File: config.mk
export PLATFORM = sky130hd
export DESIGN_NAME = psr_xfer_unit
export DESIGN_NICKNAME = d
export VERILOG_FILES = /design/src/rtl/psr_xfer_pkg.sv /design/src/rtl/psr_xfer_decode.sv /design/src/rtl/psr_xfer_merge.sv /design/src/rtl/psr_xfer_stage.sv /design/src/rtl/psr_xfer_unit.sv
export SDC_FILE = /design/constraint.sdc
export NUM_CORES = 1
export LEC_CHECK = 0
export ABC_AREA = 1
export BUFFER_PORTS_ARGS = -buffer_cell sky130_fd_sc_hd__clkbuf_2
export CORE_ASPECT_RATIO = 0.7
export CORE_MARGIN = 10
export CORE_UTILIZATION = 38
export DETAILED_ROUTE_END_ITERATION = 12
export PLACE_DENSITY = 0.82
export SYNTH_ARGS = -nofsm -noshare
export SYNTH_HDL_FRONTEND = slang
export SYNTH_SLANG_ARGS = --single-unit
export TNS_END_PERCENT = 100
File: constraint.sdc
create_clock -name clk -period 0.8 [get_ports clk]
set_input_delay 0.16 -clock clk [delete_from_list [all_inputs] [get_ports clk]]
set_output_delay 0.16 -clock clk [all_outputs]
set_load 0.05 [all_outputs]
File: src/rtl/psr_xfer_pkg.sv
package psr_xfer_pkg;

   localparam int unsigned INSTR_W = 32;
   localparam int unsigned IDX_W   = 4;
   localparam logic [IDX_W-1:0] PC_IDX = 4'hF;

   // field patterns on bits[19:0]
   localparam logic [19:0] RD_MASK   = 20'hF0FFF;
   localparam logic [19:0] RD_VAL    = 20'hF0000;
   localparam logic [19:0] FULL_MASK = 20'hFFFF0;
   localparam logic [19:0] FULL_VAL  = 20'h9F000;
   localparam logic [19:0] FLAG_MASK = 20'hFF000;
   localparam logic [19:0] FLAG_VAL  = 20'h8F000;

   typedef enum logic [2:0] {
      XK_NONE,
      XK_READ,
      XK_FULL,
      XK_FLAG,
      XK_UNDEF
   } xfer_kind_e;

   typedef struct packed {
      xfer_kind_e       kind;
      logic [IDX_W-1:0] rd_idx;
      logic             use_imm;
   } xfer_dec_t;

   function automatic logic fld_match(input logic [19:0] f,
                                      input logic [19:0] mask,
                                      input logic [19:0] val);
      return (f & mask) == val;
   endfunction

endpackage

File: src/rtl/psr_xfer_decode.sv
module psr_xfer_decode
   import psr_xfer_pkg::*;
(
   input  logic                 issue_vld,
   input  logic [INSTR_W-1:0]   instr,
   output xfer_dec_t            dec
);

   logic claim;
   logic unused_cond;

   assign unused_cond = ^{instr[31:28], instr[22]};

   always_comb begin
      claim = issue_vld && (instr[27:26] == 2'b00) &&
              (instr[24:23] == 2'b10) && !instr[20];
      dec.kind    = XK_NONE;
      dec.rd_idx  = instr[15:12];
      dec.use_imm = instr[25];
      if (claim) begin
         if (!instr[21]) begin
            if (fld_match(instr[19:0], RD_MASK, RD_VAL) && (instr[15:12] != PC_IDX))
               dec.kind = XK_READ;
            else
               dec.kind = XK_UNDEF;
         end else if (fld_match(instr[19:0], FULL_MASK, FULL_VAL)) begin
            dec.kind = XK_FULL;
         end else if (fld_match(instr[19:0], FLAG_MASK, FLAG_VAL)) begin
            if (!instr[25] && ((instr[3:0] == PC_IDX) || (instr[11:4] != 8'h00)))
               dec.kind = XK_UNDEF;
            else
               dec.kind = XK_FLAG;
         end else begin
            dec.kind = XK_UNDEF;
         end
      end
   end

endmodule

File: src/rtl/psr_xfer_merge.sv
module psr_xfer_merge
   import psr_xfer_pkg::*;
#(
   parameter int unsigned DATA_W    = 32,
   parameter int unsigned NFLAG     = 4,
   parameter int unsigned MODE_W    = 5,
   parameter logic [MODE_W-1:0] USER_MODE = 5'b10000
) (
   input  xfer_dec_t           dec,
   input  logic [DATA_W-1:0]   reg_opnd,
   input  logic [DATA_W-1:0]   imm_opnd,
   input  logic [DATA_W-1:0]   cur_psr,
   input  logic [MODE_W-1:0]   cur_mode,
   output logic                rd_we,
   output logic [IDX_W-1:0]    rd_idx,
   output logic [DATA_W-1:0]   rd_data,
   output logic                fl_we,
   output logic                ct_we,
   output logic [DATA_W-1:0]   wdata,
   output logic                undef
);

   localparam int unsigned CTRL_W = DATA_W - NFLAG;

   logic              is_user;
   logic              keep_ctrl;
   logic [DATA_W-1:0] src;

   always_comb begin
      is_user   = (cur_mode == USER_MODE);
      src       = (dec.kind == XK_FLAG && dec.use_imm) ? imm_opnd : reg_opnd;
      keep_ctrl = (dec.kind == XK_FLAG) || is_user;

      rd_we   = (dec.kind == XK_READ);
      rd_idx  = rd_we ? dec.rd_idx : '0;
      rd_data = rd_we ? cur_psr : '0;

      fl_we = (dec.kind == XK_FULL) || (dec.kind == XK_FLAG);
      ct_we = (dec.kind == XK_FULL) && !is_user;
      if (fl_we)
         wdata = {src[DATA_W-1 -: NFLAG],
                  keep_ctrl ? cur_psr[CTRL_W-1:0] : src[CTRL_W-1:0]};
      else
         wdata = '0;

      undef = (dec.kind == XK_UNDEF);
   end

endmodule

File: src/rtl/psr_xfer_stage.sv
module psr_xfer_stage #(
   parameter int unsigned W       = 8,
   parameter bit          OUT_REG = 1'b1
) (
   input  logic         clk,
   input  logic         rst_n,
   input  logic [W-1:0] d,
   output logic [W-1:0] q
);

   generate
      if (OUT_REG) begin : g_reg
         always_ff @(posedge clk or negedge rst_n) begin
            if (!rst_n) q <= '0;
            else        q <= d;
         end
      end else begin : g_pass
         logic unused_clk;
         assign unused_clk = clk ^ rst_n;
         assign q = d;
      end
   endgenerate

endmodule

File: src/rtl/psr_xfer_unit.sv
module psr_xfer_unit
   import psr_xfer_pkg::*;
#(
   parameter int unsigned DATA_W    = 32,
   parameter int unsigned NFLAG     = 4,
   parameter int unsigned MODE_W    = 5,
   parameter logic [MODE_W-1:0] USER_MODE = 5'b10000,
   parameter bit          OUT_REG   = 1'b1
) (
   input  logic               clk,
   input  logic               rst_n,
   input  logic               issue_vld,
   input  logic [31:0]        instr,
   input  logic [DATA_W-1:0]  reg_opnd,
   input  logic [DATA_W-1:0]  imm_opnd,
   input  logic [DATA_W-1:0]  cur_psr,
   input  logic [MODE_W-1:0]  cur_mode,
   output logic               rd_we,
   output logic [3:0]         rd_idx,
   output logic [DATA_W-1:0]  rd_data,
   output logic               psr_we_flags,
   output logic               psr_we_ctrl,
   output logic [DATA_W-1:0]  psr_wdata,
   output logic               undef_pulse
);

   localparam int unsigned BUS_W = 4 + IDX_W + 2 * DATA_W;

   generate
      if (DATA_W < NFLAG + MODE_W) begin : g_bad_width
         $error("psr_xfer_unit: DATA_W too small for flags and mode");
      end
      if (NFLAG != 4) begin : g_bad_flags
         $error("psr_xfer_unit: NFLAG must be 4");
      end
   endgenerate

   xfer_dec_t          dec;
   logic               m_rd_we, m_fl_we, m_ct_we, m_undef;
   logic [IDX_W-1:0]   m_rd_idx;
   logic [DATA_W-1:0]  m_rd_data, m_wdata;
   logic [BUS_W-1:0]   bus_d, bus_q;

   psr_xfer_decode dec_i (
      .issue_vld (issue_vld),
      .instr     (instr),
      .dec       (dec)
   );

   psr_xfer_merge #(
      .DATA_W    (DATA_W),
      .NFLAG     (NFLAG),
      .MODE_W    (MODE_W),
      .USER_MODE (USER_MODE)
   ) merge_i (
      .dec      (dec),
      .reg_opnd (reg_opnd),
      .imm_opnd (imm_opnd),
      .cur_psr  (cur_psr),
      .cur_mode (cur_mode),
      .rd_we    (m_rd_we),
      .rd_idx   (m_rd_idx),
      .rd_data  (m_rd_data),
      .fl_we    (m_fl_we),
      .ct_we    (m_ct_we),
      .wdata    (m_wdata),
      .undef    (m_undef)
   );

   assign bus_d = {m_rd_we, m_rd_idx, m_rd_data, m_fl_we, m_ct_we, m_wdata, m_undef};

   psr_xfer_stage #(
      .W       (BUS_W),
      .OUT_REG (OUT_REG)
   ) stage_i (
      .clk   (clk),
      .rst_n (rst_n),
      .d     (bus_d),
      .q     (bus_q)
   );

   assign {rd_we, rd_idx, rd_data, psr_we_flags, psr_we_ctrl, psr_wdata, undef_pulse} = bus_q;

endmodule

; ---- Word level (Yosys, flattened, before mapping)
; Cells that the tools add are included.
[classes]
n_addsub = 0
mul = 0
div_mod_pow = 0
order_cmp = 0
n_eq_ne = 11
shifts = 0
mux = 11
bitwise = 0
n_reduce_logical = 15
[ops]
columns = cell, n
row1 = $mux 32, 3
row2 = $eq 16x16->1 const B, 2
row3 = $mux 28, 1
row4 = $mux 3, 6
row5 = $eq 8x8->1 const B, 1
row6 = $reduce_bool 8->1, 1
row7 = $logic_and 1x1->1, 7
row8 = $eq 3x2->1 const B, 2
row9 = $eq 5x5->1 const B, 1
row10 = $eq 4x4->1 const B, 1
row11 = $mux 4, 1
row12 = $ne 4x4->1 const B, 1
row13 = $eq 3x1->1 const B, 1
row14 = $eq 3x3->1 const B, 1
row15 = $logic_not 1->1, 3
row16 = $logic_or 1x1->1, 3
row17 = $eq 2x2->1 const B, 1
row18 = $logic_not 2->1, 1
[totals]
reg_bits = 72
latchBits = 0
mem_bits_rw = 0
romBits = 0
in_bits = 136
out_inout_bits = 72
mem_count = 0

; ---- Longest topological paths before layout
; Gate-level depths: netlist of run 1.
[depth]
depth_word = 13
mapped_depth = 13
ltp_nobuf = 12

; ---- By module
; From an unflattened synthesis of run 1, not the netlist that was laid out.
[unflattened]
cells_unflattened = 346
hier_area_um2 = 2956.6
[by_module_without_submodules]
columns = module, instances, cells_per_inst, area_per_inst_um2
row1 = psr_xfer_stage, 1, 72, 1801.7
row2 = psr_xfer_merge, 1, 224, 897.1
row3 = psr_xfer_decode, 1, 50, 257.7

; ---- Worst setup path before layout of run 1
; Ideal clock, no wire load.
[synth_timing]
path_type = input-to-reg
from = input port instr[16]
to = register stage_i.q[29]
arrival_time_ns = 1.216
path_slack_ns = -0.532
stages = 10
n_path_buf = 1
path_cell_list = or2_0 nor3_2 nand2_2 nand2_4 nand2_4 nor2_8 buf_12 nand3_4 nand2_1 nand2_1
[synth_between]
elab_chain_len = 9
word_cells_on_any_way = 15
cone_classes = eq/ne: 5 / mux: 7 / reduce/logical: 3
[synth_rtl]
columns = element, line
row1 = from (decl), psr_xfer_unit.sv:13  ; input logic [31:0] instr,
row2 = $eq 16x16->1 or $eq 8x8->1 (tied branches), psr_xfer_pkg.sv:32  ; return (f & mask) == val;
row3 = $logic_and 1x1->1 or $mux 3 (tied branches), "psr_xfer_decode.sv:22, psr_xfer_decode.sv:28"
row4 = "$mux 3, on equally long branches", "psr_xfer_decode.sv:22, psr_xfer_decode.sv:26"
row5 = $mux 3 (*), psr_xfer_decode.sv:21  ; if (!instr[21]) begin
row6 = $mux 3 (*), psr_xfer_decode.sv:20  ; if (claim) begin
row7 = $eq 3x2->1, "psr_xfer_merge.sv:31, psr_xfer_merge.sv:38"
row8 = $logic_and 1x1->1, psr_xfer_merge.sv:31  ; src = (dec.kind == XK_FLAG && dec.use_imm) ? imm_opnd : reg_opnd;
row9 = $mux 32, psr_xfer_merge.sv:31
row10 = $mux 32 (*), psr_xfer_merge.sv:40  ; if (fl_we)
row11 = net m_wdata[28], psr_xfer_unit.sv:41  ; logic [DATA_W-1:0] m_rd_data, m_wdata;
row12 = to (signal assigned), psr_xfer_stage.sv:14  ; if (!rst_n) q <= '0;
row13 = to (signal assigned), psr_xfer_stage.sv:15  ; else q <= d;
row14 = to (decl), psr_xfer_stage.sv:8  ; output logic [W-1:0] q
; Mark *: on every way through the listed nets, which the timed path passes. The rest lies on a longest branch.

; ---- Final worst setup path of run 1
[layout_timing]
from = input port instr[12]
to = register stage_i.q[3]
[layout_between]
elab_chain_len = 10
word_cells_on_any_way = 17
cone_classes = eq/ne: 5 / mux: 8 / reduce/logical: 4
[layout_rtl]
columns = element, line
row1 = $eq 8x8->1 or $ne 4x4->1 (tied branches), "psr_xfer_pkg.sv:32, psr_xfer_decode.sv:22"
row2 = $mux 3 or $logic_and 1x1->1 (tied branches), "psr_xfer_decode.sv:28, psr_xfer_decode.sv:22"
row3 = "$mux 3, on equally long branches", "psr_xfer_decode.sv:26, psr_xfer_decode.sv:22"
row4 = $mux 3 (*), psr_xfer_decode.sv:21
row5 = $mux 3 (*), psr_xfer_decode.sv:20
row6 = $eq 3x2->1, "psr_xfer_merge.sv:31, psr_xfer_merge.sv:32, psr_xfer_merge.sv:38"
row7 = $logic_and 1x1->1, psr_xfer_merge.sv:31
row8 = $mux 32, psr_xfer_merge.sv:31
row9 = $mux 28, psr_xfer_merge.sv:42  ; keep_ctrl ? cur_psr[CTRL_W-1:0] : src[CTRL_W-1:0]};
row10 = $mux 32 (*), psr_xfer_merge.sv:40
row11 = net m_wdata[2], psr_xfer_unit.sv:41
; Marked as above.

==> flow_metrics.tcl, run 1 <==
set metrics [dict create \
    start_util_pct 39.70 \
    dr_wl_met3_um 1092 \
    grt_first_pass_wirelength_um 17830 \
    wl_per_cell_um 18.63 \
    dr.max_layer_used "met4" \
    cp.arrival_ps 1580 \
    worstPathRequired_ps 1060 \
    layout-drive-gt1-share_pct 49.46 \
    cts_buffers 9 \
    viasPerCell 4.810 \
    cts.sinks 72 \
    ys_ff_latch 72 \
    largest_reg_flops 72 \
    core_area_um2 7973 \
    gr-total-overflow 0 \
    violations "setup timing" \
    syn2layout_area_growth_pct 78.46 \
    crit_path_start_kind "primary input" \
    critical_path.max_fanout 9 \
    synth_area_per_cell_um2 9.123 \
    fin_ws_ps -524.9 \
    timing.slew.headroom_pct 78.69 \
    critPathKind "primary input to register" \
    yosys_warnings 0 \
    cts_tree "yes" \
    fin_crit_sh_pct 165.6 \
    vias 3141 \
    drc 0 \
    grt_pass1_vias 3460 \
    h-tree-depth 3 \
    reg.largest.list "stage_i.q: 72 flops" \
    die_h_um 96.36 \
    ioPinCount 208 \
    regMostFlops "stage_i.q" \
    die-area_um2 12440 \
    first_pass_iters 6 \
    dp_hpwl_um 8116 \
    endpoint "stage_i.q[3]$_DFF_PN0_" \
    syn_nets 483 \
    crit_start "instr[12]" \
    drt_wl_total_um 12160 \
    place_congestion 0.8228 \
    antenna_found_initial 0 \
    synth.distinct_cells 28 \
    final_hold_viol_count 0 \
    antenna_cells 0 \
    yosysSeqAreaShare_pct 56.92 \
    wl_met1_um 4531 \
    nNetsFinal 683 \
    slew_violations 0 \
    rsz0062_at_grt "yes" \
    cts_root_buf "clkbuf_16" \
    num_rows 27 \
    syn-cell-area_um2 3166 \
    io_buffers 174 \
    clock_path_buffers 2 \
    setup_viol_count_final 144 \
    path_clk_slew_ps 60 \
    p_leak_nw 3.108 \
    final_antenna_net_count 0 \
    met2_length_um 6328 \
    p_per_area_nw_per_um2 1414 \
    synthCells 347 \
    grt.total_usage_pct 18.61 \
    status "complete, but fails checks" \
    ir_drop_uv 1040 \
    finalSetupTns_ps -47990 \
    pre_cts_ws_ps -786.6 \
    die_w_um 129.1 \
    drv_cap 0 \
    min_period_ps 1325 \
    timing.fmax_mhz 754.7 \
    hold_class "primary input to register" \
    drt_iter0_drc 140 \
    grt_max_degree 58 \
    crit_path_end_kind "register" \
    worst_slew_pin_slew_ps 316.7 \
]
==> per-stage QoR <==
stage	power [W]	util (%)	cell area (um2)	instances	hold slack [ps]
4_1_cts	0.007998	67.37	5371	648	7.274
2_1_floorplan	0.003872	-	3243	347	-135.6
5_1_grt	0.008317	70.86	5649	653	26.41
6_report	0.007989	70.86	5649	653	26.55
3_3_place_gp	0.004287	55.19	4400	628	169.7
3_5_place_dp	0.004305	55.19	4400	628	173.7
==> power by group <==
group	total (W)	internal [W]	switching (W)
Combinational	0.000669	0.000333	0.000337
Clock	0.00368	0.00211	0.00157
Sequential	0.00364	0.00364	0.000000450
Total	0.00799	0.00608	0.00190
==> cell type report <==
cell class	instances	area (um2)
sequential	72	1802
clock buffer	10	229.0
fill	559	2323
multi-input combinational	211	1230
tap	101	126.4
clock inverter	6	43.79
timing repair buffer	206	2042
inverter	47	176.4
==> worst min-delay path by stage <==
stage	from	endpoint	slack [ps]	cells after the start
2_1_floorplan	rst_n	stage_i.q[0]$_DFF_PN0_	-140	0
3_3_place_gp	rst_n	stage_i.q[56]$_DFF_PN0_	170	2
3_5_place_dp	rst_n	stage_i.q[57]$_DFF_PN0_	170	2
4_1_cts	cur_psr[29]	stage_i.q[64]$_DFF_PN0_	7	3
5_1_grt	instr[14]	stage_i.q[69]$_DFF_PN0_	30	3
6_report	instr[14]	stage_i.q[69]$_DFF_PN0_	30	3
==> layer usage <==
metal	track usage [%]	vias to the layer above
li1	-	1469
met1	19.66	1510
met2	33.22	145
met3	7.743	17
met4	6.604	0
met5	0	-
==> logic make-up (layout without fill, tap and decap cells) <==
| logic type | count (synthesis) | in the layout | share of synthesized area (%) |
|---|---|---|---|
| buffers and inverters | 64 | 269 | 9.723 |
| flip-flops | 72 | 72 | 56.92 |
| AO/OA/AOI/OAI | 29 | 29 | 4.585 |
| AND/OR/NAND/NOR | 182 | 182 | 28.78 |
==> what timing repair did <==
action | CTS | global route
gates resized for setup | 155 | 103
hold buffers | 1 | 0
pin swaps | 5 | 11
endpoints found under the setup margin | 144 | 144
buffers inserted | 2 | 3
gates cloned | 1 | 2
endpoints found under the hold margin | 72 | 0
==> placed cells by master, fill, tap and decap left out, drive strengths merged <==
cell type and instances:
a21oi 28, buf 108, clkbuf 107, clkinv 4, clkinvlp 1, dfrtp 72
dlygate4sd3 1, inv 48, nand2 51, nand3 8, nand3b 30, nand4 4
nor2 83, nor3 3, nor4 1, o21ai 1, or2 2
==> synth_stat cells <==
master	instances	area share [%]
nand3_2	2	0.63
nor4_1	1	0.20
a21oi_1	28	4.4
nor2_4	1	0.36
nor3_1	2	0.32
nand3b_1	29	6.9
nand2_4	2	0.71
or2_0	1	0.20
buf_4	3	0.71
or2_2	1	0.20
o21ai_0	1	0.16
dfrtp_1	72	57
nand4_1	4	0.79
nand2_1	48	5.7
nor2_8	1	0.63
buf_6	5	1.8
clkbuf_1	5	0.59
nand3b_4	1	0.63
buf_1	1	0.12
buf_2	2	0.32
nand3_4	1	0.55
nor3_2	1	0.32
nor2_2	1	0.20
nand2_2	1	0.20
nor2_1	80	9.5
inv_1	47	5.6
buf_12	1	0.63
nand3_1	5	0.79
==> worst max-delay path, stage by stage <==
cell	delay, ps
clkbuf_2	90
nand4_1	230
nor3_2	260
nand2_4	110
nand2_4	90
nand2_4	70
nor2_8	200
clkbuf_16	210
nand2_1	50
nor2_1	100
Note: power is estimated with default switching activity, not from simulation.
==> run 2, diff against run 1 <==
--- a/config.mk
+++ b/config.mk
@@ -8,2 +8,3 @@
 export ABC_AREA = 1
+export ABC_CLOCK_PERIOD_IN_PS = 800
 export BUFFER_PORTS_ARGS = -buffer_cell sky130_fd_sc_hd__clkbuf_2
--- a/constraint.sdc
+++ b/constraint.sdc
@@ -3,2 +3,2 @@
 set_output_delay 0.16 -clock clk [all_outputs]
-set_load 0.05 [all_outputs]
+set_load 0.01 [all_outputs]
==> run 2 against run 1 <==
Net effect: the run still ends with setup timing left; critical path depth is 1 higher; die area stayed put; total power is 3.0% higher; critical path type unchanged; largest power group unchanged.
==> flow_metrics.tcl, run 2 (synthesized netlist as in run 1, its figures left out) <==
set metrics [dict create \
    viasPerCell 4.816 \
    cts_root_buf "clkbuf_16" \
    nNetsFinal 693 \
    p_per_area_nw_per_um2 1516 \
    ir_drop_uv 1125 \
    grt_pass1_vias 3322 \
    die_w_um 129.1 \
    antenna_cells 0 \
    fin_area_um2 5424 \
    path_clk_slew_ps 60 \
    vias 3193 \
    reg.largest.list "stage_i.q: 72 flops" \
    grt.total_usage_pct 17.99 \
    cts_tree "yes" \
    layout-drive-gt1-share_pct 57.30 \
    worstPathRequired_ps 1020 \
    place_congestion 0.8330 \
    finalSetupTns_ps -46190 \
    first_pass_iters 4 \
    final_hold_viol_count 0 \
    die_h_um 96.36 \
    cts_buffers 9 \
    fill_cells 624 \
    cpPeakStageDelay_ps 240 \
    gr-usage-met2_pct 32.11 \
    drt_iter0_drc 129 \
    worst_slew_pin_slew_ps 298.7 \
    timing.slew.headroom_pct 79.90 \
    use_met1_pct 18.91 \
    power.internal_w 0.006167 \
    wl_per_cell_um 17.62 \
    cp_num_cells 11 \
    cp.arrival_ps 1540 \
    gr-total-overflow 0 \
    drt_wl_total_um 11680 \
    path_delay_family "simple AND/OR/NAND/NOR gates" \
    h-tree-depth 3 \
    final_antenna_net_count 0 \
    slew_violations 0 \
    switching_share_pct 25.02 \
    crit_path_start_kind "primary input" \
    p_clk_share_pct 46.9 \
    antenna_found_initial 0 \
    power_frac_seq_pct 44.3 \
    busiest_layer "met2" \
    crit_chain "buf_6, nand4_1, nor2_2, nand3b_1, nand2_4, nand2_8, nor2_8, buf_12, nand3_4, nand2_2, nand2_2" \
    violations "setup timing" \
    timing.fmax_mhz 755.3 \
    p_leak_nw 3.028 \
    largest_reg_flops 72 \
    status "complete, but fails checks" \
    worstHoldStart "cur_psr[30]" \
    power.switching_w 0.002058 \
    drc 0 \
    cp_num_buf_inv 2 \
    comb_power_share_pct 8.8 \
    num_rows 27 \
    syn2layout_area_growth_pct 71.34 \
    drv_cap 0 \
    dpl_cell_area_um2 4403 \
    fin_ws_ps -523.9 \
    io_buffers 174 \
    setup_viol_count_final 144 \
    die-area_um2 12440 \
    regMostFlops "stage_i.q" \
    layout_common_cells "clkbuf_2, dfrtp_1, inv_1" \
    mostFrequentLayoutCell "clkbuf_2" \
    clock_path_buffers 2 \
    core_area_um2 7973 \
    min_period_ps 1324 \
    cts.sinks 72 \
    met3_usage_pct 8.072 \
    dp_hpwl_um 8172 \
    hold_end "stage_i.q[65]$_DFF_PN0_" \
    path_common_cell "nand2_2" \
    grt_max_degree 58 \
    crit_path_top_delay_cell "nand4_1" \
    hold_depth 3 \
    critPathKind "primary input to register" \
    ioPinCount 208 \
    start_util_pct 39.70 \
    rsz0062_at_grt "yes" \
    fin_crit_sh_pct 165.5 \
    hold_class "primary input to register" \
    crit_path_end_kind "register" \
    critical_path.max_fanout 4 \
    p_total_w 0.008225 \
    grt_first_pass_wirelength_um 17350 \
]
==> run 2: changes by cell type in the layout (fill, tap and decap cells not counted), sizes merged <==
| cell | before | now |
|---|---|---|
| clkbuf | 107 | 152 |
| inv | 48 | 52 |
| buf | 108 | 72 |
| clkinvlp | 1 | 2 |
| clkinv | 4 | 0 |
==> run 2: area by class of cell <==
class	count	area, um2	share of cell area [%]
clock buffers	9	225.2	4.152
clock inverters	7	61.31	1.130
inverters	47	178.9	3.299
multi-input cells	211	1448	26.69
flip-flops and latches	72	1802	33.22
well taps	101	126.4	2.330
repair buffers	216	1583	29.18
==> run 2: stage by stage <==
stage	worst slack, ps	hold slack [ps]	util, %	std cells
finish	-523.9	36.41	68.03	663
global placement	-735.5	40.42	55.23	629
detailed placement	-804.5	43.49	55.23	629
floorplan	-509.4	-135.6	-	347
CTS	-424.2	6.646	63.17	660
global route	-591.9	43.15	68.03	663
==> run 2: how the worst max path moves through the flow <==
stage / endpoint / slack, ps / startpoint
after floorplan: stage_i.q[29]$_DFF_PN0_ / -510 / instr[16]
after global placement: stage_i.q[19]$_DFF_PN0_ / -740 / instr[1]
after detailed placement: stage_i.q[19]$_DFF_PN0_ / -800 / instr[16]
after CTS: stage_i.q[56]$_DFF_PN0_ / -420 / instr[9]
after global routing: stage_i.q[19]$_DFF_PN0_ / -590 / instr[14]
final: stage_i.q[32]$_DFF_PN0_ / -520 / instr[14]
==> run 2: per-layer routing <==
layer  vias to the layer above  wire [um]
li1                       1496          -
met1                      1526       4276
met2                       154       6043
met3                        17       1184
met4                         0        177
met5                         -          0
==> run 2: repair_timing <==
| action | 4_1_cts | 5_1_grt |
|---|---|---|
| cloned | 5 | 1 |
| pin swaps | 2 | 9 |
| endpoints found under the hold margin | 72 | 0 |
| buffers inserted | 10 | 8 |
| endpoints found under the setup margin | 144 | 144 |
| resized for setup | 47 | 123 |
| hold buffers | 1 | 0 |
==> run 2: power by group through the flow <==
stage | logic (W) | registers [W] | clock network, W
floorplan | 0.000161 | 0.00371 | 0
global placement | 0.000596 | 0.00371 | 0
detailed placement | 0.000610 | 0.00371 | 0
CTS | 0.000640 | 0.00364 | 0.00395
global route | 0.000799 | 0.00364 | 0.00414
finish | 0.000728 | 0.00364 | 0.00386
==> run 3, diff against run 2 <==
Settings changed: ABC_CLOCK_PERIOD_IN_PS 800 to 1300, HOLD_SLACK_MARGIN from default to 0.12, PLACE_DENSITY 0.82 to 0.74.
Clock period 0.8 ns to 1.3 ns, I/O delays scaled along.
==> run 3 against run 2 <==
Net effect: the run still ends with setup timing left; core utilization down 6.3 points; via count down 6.3%; design area down 9.2%; critical path depth down 1; clock power decreased by 31%; highest routed layer unchanged; sequential cell count is the same; worst setup slack improved by 440 ps.
==> flow_metrics.tcl, run 3 (synthesized netlist as in run 1, its figures left out) <==
set metrics [dict create \
    viasPerCell 4.546 \
    syn2layout_area_growth_pct 55.53 \
    worstPathRequired_ps 1520 \
    hold_depth 3 \
    ioPinCount 208 \
    power_frac_seq_pct 42.3 \
    vias 2991 \
    ir_drop_uv 788.3 \
    start_util_pct 39.70 \
    worst_slew_pin_slew_ps 390.5 \
    timing.slew.headroom_pct 73.97 \
    drc 0 \
    rsz0062_at_grt "yes" \
    final_hold_viol_count 0 \
    wl_per_cell_um 16.22 \
    setup_viol_count_final 61 \
    final_antenna_net_count 0 \
    cts_buffers 9 \
    finalSetupTns_ps -1995 \
    drt_iter0_drc 193 \
    pre_cts_ws_ps -413.8 \
    drv_cap 0 \
    power.switching_w 0.001160 \
    crit_path_start_kind "primary input" \
    cts.sinks 72 \
    comb_power_share_pct 7.5 \
    io_buffers 174 \
    power.internal_w 0.004139 \
    switching_share_pct 21.89 \
    antenna_cells 0 \
    place_congestion 0.7971 \
    fin_ws_ps -79.50 \
    largest_reg_flops 72 \
    p_clk_share_pct 50.2 \
    h-tree-depth 3 \
    antenna_found_initial 0 \
    timing.fmax_mhz 724.9 \
    fin_crit_sh_pct 106.1 \
    first_pass_iters 5 \
    regMostFlops "stage_i.q" \
    clock_path_buffers 2 \
    p_per_area_nw_per_um2 1076 \
    cp.arrival_ps 1600 \
    drt_wl_total_um 10670 \
    layout_common_cells "clkbuf_2, nor2_1, dfrtp_1" \
    grt.total_usage_pct 16.71 \
    core_area_um2 7973 \
    min_period_ps 1379 \
    hold_class "primary input to register" \
    grt_first_pass_wirelength_um 16200 \
    grt_pass1_vias 3173 \
    status "complete, but fails checks" \
    p_leak_nw 2.926 \
    reg.largest.list "stage_i.q: 72 flops" \
    layout-drive-gt1-share_pct 48.29 \
    violations "setup timing" \
    cts_root_buf "clkbuf_16" \
    cts_tree "yes" \
    crit_path_end_kind "register" \
    gr-total-overflow 0 \
    slew_violations 0 \
    whs_ps 133.3 \
    num_rows 27 \
    p_total_w 0.005299 \
    critical_path.max_fanout 6 \
    critPathKind "primary input to register" \
    grt_max_degree 73 \
    die-area_um2 12440 \
    path_clk_slew_ps 60 \
    fill_cells 689 \
    die_h_um 96.36 \
    die_w_um 129.1 \
    fin_util_pct 61.75 \
    mostFrequentLayoutCell "clkbuf_2" \
    dp_hpwl_um 7906 \
    nNetsFinal 688 \
]
-- run 3: critical path, cell delays in order --
cell	delay [ps]
buf_6	80
nand4_1	170
buf_4	200
nand4_1	140
inv_2	80
nor2_4	250
buf_6	160
nand3b_1	120
nand2_4	100
nor2_2	40
-- run 3: layer usage --
| layer | GRT usage (%) | routed length [um] |
|---|---|---|
| met3 | 8.896 | 1185 |
| met5 | 0 | 0 |
| met2 | 28.34 | 5195 |
| met1 | 18.09 | 4148 |
| met4 | 4.623 | 144 |
-- run 3: per-stage QoR --
| step | cell area (um2) | std cells |
|---|---|---|
| global placement | 4345 | 629 |
| floorplan | 3236 | 347 |
| finish | 4923 | 658 |
| CTS | 4805 | 656 |
| global route | 4923 | 658 |
| detailed placement | 4345 | 629 |
-- run 3: what timing repair did --
item	CTS	global route
gates resized for setup	10	29
hold endpoints to repair	79	0
hold buffers	8	0
buffers inserted	2	0
setup endpoints to repair	28	70
gates cloned	1	2
pin swaps	2	7
-- run 3: power by group through the flow --
| stage | clock network (W) | registers, W | logic (W) |
|---|---|---|---|
| after detailed placement | 0 | 0.00228 | 0.000358 |
| after CTS | 0.00274 | 0.00224 | 0.000384 |
| after floorplan | 0 | 0.00228 | 0.0000979 |
| after global routing | 0.00282 | 0.00224 | 0.000445 |
| final | 0.00266 | 0.00224 | 0.000399 |
| after global placement | 0 | 0.00228 | 0.000350 |
-- run 3: area by class of cell --
cell class / instances / area (um2) / area share, %
inverter: 47 / 176.4 / 3.583
clock buffer: 10 / 229.0 / 4.651
timing repair buffer: 211 / 1284 / 26.07
multi-input combinational: 211 / 1214 / 24.65
sequential: 72 / 1802 / 36.59
tap: 101 / 126.4 / 2.567
clock inverter: 6 / 92.59 / 1.881
-- run 3: path summary, 6_finish.rpt --
kind	to	startpoint	slack [ps]
max	stage_i.q[10]$_DFF_PN0_	instr[15]	-80
min	stage_i.q[52]$_DFF_PN0_	cur_psr[17]	130
max in group asynchronous	stage_i.q[42]$_DFF_PN0_	rst_n	490
min in group asynchronous	stage_i.q[53]$_DFF_PN0_	rst_n	500
